### src/rtl/rtc_evt_pkg.sv
// Shared constants and helpers for the RTC event controller.
// Assumes time and alarm bytes of BYTE_W bits with a two-bit wildcard code on top.
package rtc_evt_pkg;
    localparam int BYTE_W   = 8;
    localparam int BIT_INTF = 7;
    localparam int BIT_PF   = 6;
    localparam int BIT_AF   = 5;
    localparam int BIT_UF   = 4;
    localparam logic [1:0] ALM_WILD = 2'b11;

    // True when an alarm byte accepts the given time byte
    function automatic logic byte_hit(input logic [BYTE_W-1:0] cur,
                                      input logic [BYTE_W-1:0] alm);
        return (alm[BYTE_W-1 -: 2] == ALM_WILD) || (cur == alm);
    endfunction
endpackage

### src/rtl/rtc_update_seq.sv
// Update window sequencer: a tick opens a window of LEAD_CYC+UPD_CYC cycles.
// busy is high for the whole window; upd_end marks the last cycle of it.
// Assumes ticks arriving while the window is open may be dropped.
module rtc_update_seq #(
    parameter int LEAD_CYC = 8,
    parameter int UPD_CYC  = 1
) (
    input  logic clk,
    input  logic rst_n,
    input  logic tick,
    output logic busy,
    output logic upd_end
);
    localparam int TOTAL = LEAD_CYC + UPD_CYC;
    localparam int CW    = (TOTAL > 1) ? $clog2(TOTAL) : 1;
    localparam logic [CW-1:0] LAST = CW'(TOTAL - 1);

    logic [CW-1:0] cnt;

    assign upd_end = busy && (cnt == LAST);

    // Window counter: open on tick when idle, close after the last cycle
    always_ff @(posedge clk) begin
        if (!rst_n) begin
            busy <= 1'b0;
            cnt  <= '0;
        end else if (!busy) begin
            if (tick) begin
                busy <= 1'b1;
                cnt  <= '0;
            end
        end else if (upd_end) begin
            busy <= 1'b0;
            cnt  <= '0;
        end else begin
            cnt <= cnt + 1'b1;
        end
    end

    // an idle tick opens the window on the next edge
    a_r5_tick_opens: assert property (@(posedge clk) disable iff (!rst_n)
        (tick && !busy) |=> busy);
    // the last cycle of the window closes it
    a_r6_end_closes: assert property (@(posedge clk) disable iff (!rst_n)
        upd_end |=> !busy);
endmodule

### src/rtl/rtc_alarm_match.sv
// Alarm comparator for NFIELD time bytes packed low byte first.
// Each alarm byte with a wildcard top code is left out of the comparison.
module rtc_alarm_match #(
    parameter int NFIELD = 3
) (
    input  logic [NFIELD*rtc_evt_pkg::BYTE_W-1:0] cur_bytes,
    input  logic [NFIELD*rtc_evt_pkg::BYTE_W-1:0] alm_bytes,
    output logic                                  hit
);
    import rtc_evt_pkg::*;

    logic [NFIELD-1:0] field_ok;

    for (genvar g = 0; g < NFIELD; g++) begin : g_field
        assign field_ok[g] = byte_hit(cur_bytes[g*BYTE_W +: BYTE_W],
                                      alm_bytes[g*BYTE_W +: BYTE_W]);
    end

    assign hit = &field_ok;
endmodule

### src/rtl/rtc_flag_bank.sv
// Event flags plus the sticky interrupt flag.
// A read clears all flags; an event on the same edge as a read wins.
// Assumes en_upd already carries the inhibit gating.
module rtc_flag_bank (
    input  logic clk,
    input  logic rst_n,
    input  logic ev_per,
    input  logic ev_alm,
    input  logic ev_upd,
    input  logic rd,
    input  logic en_per,
    input  logic en_alm,
    input  logic en_upd,
    output logic pf,
    output logic af,
    output logic uf,
    output logic intf
);
    logic pf_n, af_n, uf_n, req_n;

    // Next flag values: keep unless read, always take a new event
    always_comb begin
        pf_n  = ev_per | (pf & ~rd);
        af_n  = ev_alm | (af & ~rd);
        uf_n  = ev_upd | (uf & ~rd);
        req_n = (pf_n & en_per) | (af_n & en_alm) | (uf_n & en_upd);
    end

    // Flag registers
    always_ff @(posedge clk) begin
        if (!rst_n) begin
            pf   <= 1'b0;
            af   <= 1'b0;
            uf   <= 1'b0;
            intf <= 1'b0;
        end else begin
            pf   <= pf_n;
            af   <= af_n;
            uf   <= uf_n;
            intf <= req_n | (intf & ~rd);
        end
    end

    // an event is never lost, even on a read edge
    a_r4_event_kept: assert property (@(posedge clk) disable iff (!rst_n)
        ev_per |=> pf);
    // a read with no new events empties every flag
    a_r3_read_clears: assert property (@(posedge clk) disable iff (!rst_n)
        (rd && !ev_per && !ev_alm && !ev_upd) |=> (!pf && !af && !uf && !intf));
    // a rising interrupt flag has an enabled flag behind it
    a_r2_intf_cause: assert property (@(posedge clk) disable iff (!rst_n)
        $rose(intf) |-> ((pf && en_per) || (af && en_alm) || (uf && en_upd)));
endmodule

### src/rtl/rtc_event_ctrl.sv
// RTC event controller top: update window, alarm compare, flags, interrupt.
// The status byte reads intf/pf/af/uf in bits 7..4 and zero below.
// Assumes time bytes are stable when the update window ends.
module rtc_event_ctrl #(
    parameter int LEAD_CYC = 8,
    parameter int UPD_CYC  = 1
) (
    input  logic       clk,
    input  logic       rst_n,
    input  logic       sec_tick,
    input  logic       per_tick,
    input  logic [7:0] cur_sec,
    input  logic [7:0] cur_min,
    input  logic [7:0] cur_hr,
    input  logic [7:0] alm_sec,
    input  logic [7:0] alm_min,
    input  logic [7:0] alm_hr,
    input  logic       en_periodic,
    input  logic       en_alarm,
    input  logic       en_update,
    input  logic       inhibit_xfer,
    input  logic       rd_evt,
    output logic       stat_busy,
    output logic [7:0] evt_reg,
    output logic       irq_oe
);
    import rtc_evt_pkg::*;

    logic win_busy, win_end, alm_hit;
    logic pf, af, uf, intf;
    logic en_upd_eff;

    rtc_update_seq #(.LEAD_CYC(LEAD_CYC), .UPD_CYC(UPD_CYC)) i_seq (
        .clk    (clk),
        .rst_n  (rst_n),
        .tick   (sec_tick),
        .busy   (win_busy),
        .upd_end(win_end)
    );

    rtc_alarm_match #(.NFIELD(3)) i_match (
        .cur_bytes({cur_hr, cur_min, cur_sec}),
        .alm_bytes({alm_hr, alm_min, alm_sec}),
        .hit      (alm_hit)
    );

    assign en_upd_eff = en_update & ~inhibit_xfer;

    rtc_flag_bank i_flags (
        .clk   (clk),
        .rst_n (rst_n),
        .ev_per(per_tick),
        .ev_alm(win_end & alm_hit),
        .ev_upd(win_end),
        .rd    (rd_evt),
        .en_per(en_periodic),
        .en_alm(en_alarm),
        .en_upd(en_upd_eff),
        .pf    (pf),
        .af    (af),
        .uf    (uf),
        .intf  (intf)
    );

    // Status byte assembly and output drive
    always_comb begin
        evt_reg           = '0;
        evt_reg[BIT_INTF] = intf;
        evt_reg[BIT_PF]   = pf;
        evt_reg[BIT_AF]   = af;
        evt_reg[BIT_UF]   = uf;
    end
    assign stat_busy = win_busy & ~inhibit_xfer;
    assign irq_oe    = intf;

    // the alarm flag only rises at the end of an update window
    a_r8_alarm_at_end: assert property (@(posedge clk) disable iff (!rst_n)
        $rose(af) |-> $past(win_end));
    // the update-ended flag follows the close of the window
    a_r6_uf_on_close: assert property (@(posedge clk) disable iff (!rst_n)
        $fell(win_busy) |-> uf);
endmodule

### config.mk
export PLATFORM = sky130hd
export DESIGN_NAME = rtc_event_ctrl
export DESIGN_NICKNAME = d
export VERILOG_FILES = /design/src/rtl/rtc_evt_pkg.sv /design/src/rtl/rtc_update_seq.sv /design/src/rtl/rtc_alarm_match.sv /design/src/rtl/rtc_flag_bank.sv /design/src/rtl/rtc_event_ctrl.sv
export SDC_FILE = /design/constraint.sdc
export NUM_CORES = 1
export LEC_CHECK = 0
export ABC_AREA = 1
export BUFFER_PORTS_ARGS = -buffer_cell sky130_fd_sc_hd__clkbuf_2
export CAP_MARGIN = 10
export CORE_MARGIN = 3
export CORE_UTILIZATION = 40
export CTS_BUF_LIST = sky130_fd_sc_hd__clkbuf_8
export CTS_CLUSTER_DIAMETER = 60
export DETAILED_ROUTE_END_ITERATION = 16
export PLACE_DENSITY = 0.81
export SLEW_MARGIN = 20
export SYNTH_ARGS = -nofsm -noshare
export SYNTH_HDL_FRONTEND = slang
export SYNTH_SLANG_ARGS = --single-unit
export TNS_END_PERCENT = 1
### constraint.sdc
create_clock -name clk -period 1.25 [get_ports clk]
set_input_delay 0.25 -clock clk [delete_from_list [all_inputs] [get_ports clk]]
set_output_delay 0.25 -clock clk [all_outputs]
set_load 0.02 [all_outputs]
==> impl_metrics.yaml <==
run_status:
  status: "completed"
power_and_ir_drop:
  combinationalPowerShare: 0.312
  power_density_nw_per_um2: 756
  p_int_uw: 662
  p_sw_uw: 253
  ir_worst_vdd_mv: 0.599
  totalPowerFinal_uw: 915
  p_clk_frac: 0.353
  p_leak_nw: 0.708
  p_sw_frac: 0.277
  power.share.sequential: 0.335
placed_design:
  dp.cells: 225
  place.gp.congestion: 0.801
  place_area_um2: 1160
  io_buffers: 62
  pre_cts_slack_ns: 0.0682
  hpwl_um: 1750
global_routing:
  grt_pass1_wl_um: 3080
  track_usage: 0.148
  overflow: 0
  antenna_found_initial: 0
  grt_pass1_vias: 833
  grt_max_degree: 7
clocking:
  htree_levels: 1
  cts_setup_buffers: 0
  cts.clk_slew.worst_paths_ns: 0.04
  cts-root-buf: "clkbuf_8"
  clk_path_buf_depth: 2
  clock_latency_ns: 0.23
  cts_tree: "done"
  cts_buffers: 3
  cts_sinks: 9
  cts_hold_buf: 0
route:
  via_per_inst: 4.20
  drcViolationCount: 0
  drt.antenna.violating_nets: 0
  wirelength_um: 1890
  drt_iter0_drc: 13
  num_vias: 962
  dr.pass1.iters: 4
  wl_per_cell_um: 8.26
timing:
  finalCriticalPeriod_ns: 1.21
  period_share: 0.964
  skew_ns: 0.000990
  hold_viol_final: 0
  fmax_mhz: 829
  setup_violations: 0
  setup_slack_ns: 0.0444
  rsz0062_at_grt: "yes"
  drv_slew: 0
floorplan:
  core.rowCount: 16
  start_util: 0.427
  dieArea_um2: 2700
  die_h_um: 52.0
  die_w_um: 52.0
  io_pins: 67
  core_area_um2: 1980
critical_path:
  endpoint_kind: "flop"
  cp_max_fo: 3
  crit_type: "reg -> reg"
  crit_buf_inv: 1
  cp_slowest_stage_delay_ns: 0.33
  crit_path_top_delay_cell: "dfxtp_1"
  crit_path_start_kind: "flop"
  worstPathArrival_ns: 1.36
  cp_top_family: "flip-flops"
  worstPathCellList: "inv_1, ha_1, a31oi_1, nor2_1, nor3_1"
  critical_path_required_ns: 1.40
layout:
  diodes: 0
  drive_above_1_share: 0.356
  syn_to_final_growth_pct: 43.0
  final_common_cell: "clkbuf_2"
  layout_common_cells: "62 x clkbuf_2, 48 x nand2_1, 23 x inv_1"
  postLayoutCoreUtil: 0.610
  design_area_um2: 1210
  final_cells: 229
  nets: 262
logic_synthesis:
  yosysSeqAreaShare: 0.213
  synth.avg_cell_area_um2: 6.13
  ys_async_sr_fraction: 0
  synth.distinct_cells: 20
  syn_inst: 138
  post-synth-top-area-cell: "dfxtp_1"
  synth_edf_count: 0
  synth_top_area_frac: 0.213
  ys.flop_type: "dfxtp_1"
  synth_seq_cells: 9
  yosys_warnings: 0
  synth_area_leaders: "dfxtp_1 21%, nand2_1 21%, xnor2_1 19%"
  netlist_area_um2: 846
job:
  max_cap_violations: 0
worst_hold_path:
  hold_class: "in -> reg"
==> metal layers <==
metal | global-route usage | vias up | part of all wire
li1 | - | 531 | -
met2 | 0.266 | 31 | 0.53
met1 | 0.170 | 397 | 0.38
met3 | 0.0315 | 3 | 0.084
met4 | 0.0524 | 0 | 0.0090
met5 | 0 | - | 0
==> through the flow <==
step / hold slack (ns) / TNS (ns)
floorplan: 0.376 / 0
global placement: 0.478 / 0
detailed placement: 0.479 / 0
CTS: 0.237 / 0
global route: 0.257 / -0.0868
finish: 0.239 / 0
==> worst register-to-register path, stage by stage, from the launching register on <==
cell	delay [ns]
dfxtp_1	0.33
inv_1	0.05
ha_1	0.18
a31oi_1	0.27
nor2_1	0.10
nor3_1	0.18
==> repair_timing <==
item | CTS | global route
endpoints found under the setup margin | 0 | 4
endpoints found under the hold margin | 0 | 0
resized for setup | 0 | 1
==> cell usage after synthesis, types with 4 or more instances <==
library cell and instances:
a21oi_1 4, inv_1 22, dfxtp_1 9, buf_4 8, xnor2_1 18, nor2_1 10, nand2_1 48
==> area by class of cell <==
cell class | instances | area, um2
Clock buffer | 3 | 41.3
Clock inverter | 1 | 3.75
Fill cell | 209 | 772
Inverter | 22 | 82.6
Multi-Input combinational cell | 102 | 534
Sequential cell | 9 | 181
Tap cell | 27 | 33.8
Timing Repair Buffer | 65 | 333
==> power by group through the flow <==
stage               clock, mW  combinational (mW)  sequential (mW)
global route            0.354               0.324            0.309
finish                  0.323               0.285            0.307
CTS                     0.336               0.288            0.306
detailed placement          0               0.287            0.311
global placement            0               0.284            0.311
floorplan                   0               0.163            0.315
==> cell families after synthesis <==
kind of cell / after synthesis / synth area share
AND/OR/NAND/NOR: 67 / 0.318
other: 1 / 0.00443
buffers and inverters: 30 / 0.169
flip-flops: 9 / 0.213
AO/OA/AOI/OAI: 10 / 0.0695
adder cells (fa/ha/maj): 2 / 0.0296
XOR/XNOR: 19 / 0.197
==> path summary, 6_finish.rpt <==
| kind | from | to | cells after the start | slack [ns] |
|---|---|---|---|---|
| min | en_update | i_flags.intf | 3 | 0.24 |
| max | i_seq.cnt[1] | i_seq.cnt[3] | 5 | 0.04 |
| min reg2reg | i_seq.busy | i_seq.cnt[1] | 2 | 0.49 |
| max reg2reg | i_seq.cnt[1] | i_seq.cnt[3] | 5 | 0.04 |
==> state kept, by name, summed over array words and instances, names as in the netlist <==
register / flops
i_flags.uf: 1
i_seq.cnt: 4
i_flags.af: 1
i_flags.intf: 1
i_seq.busy: 1
i_flags.pf: 1
Note: power is estimated with default switching activity, not from simulation.
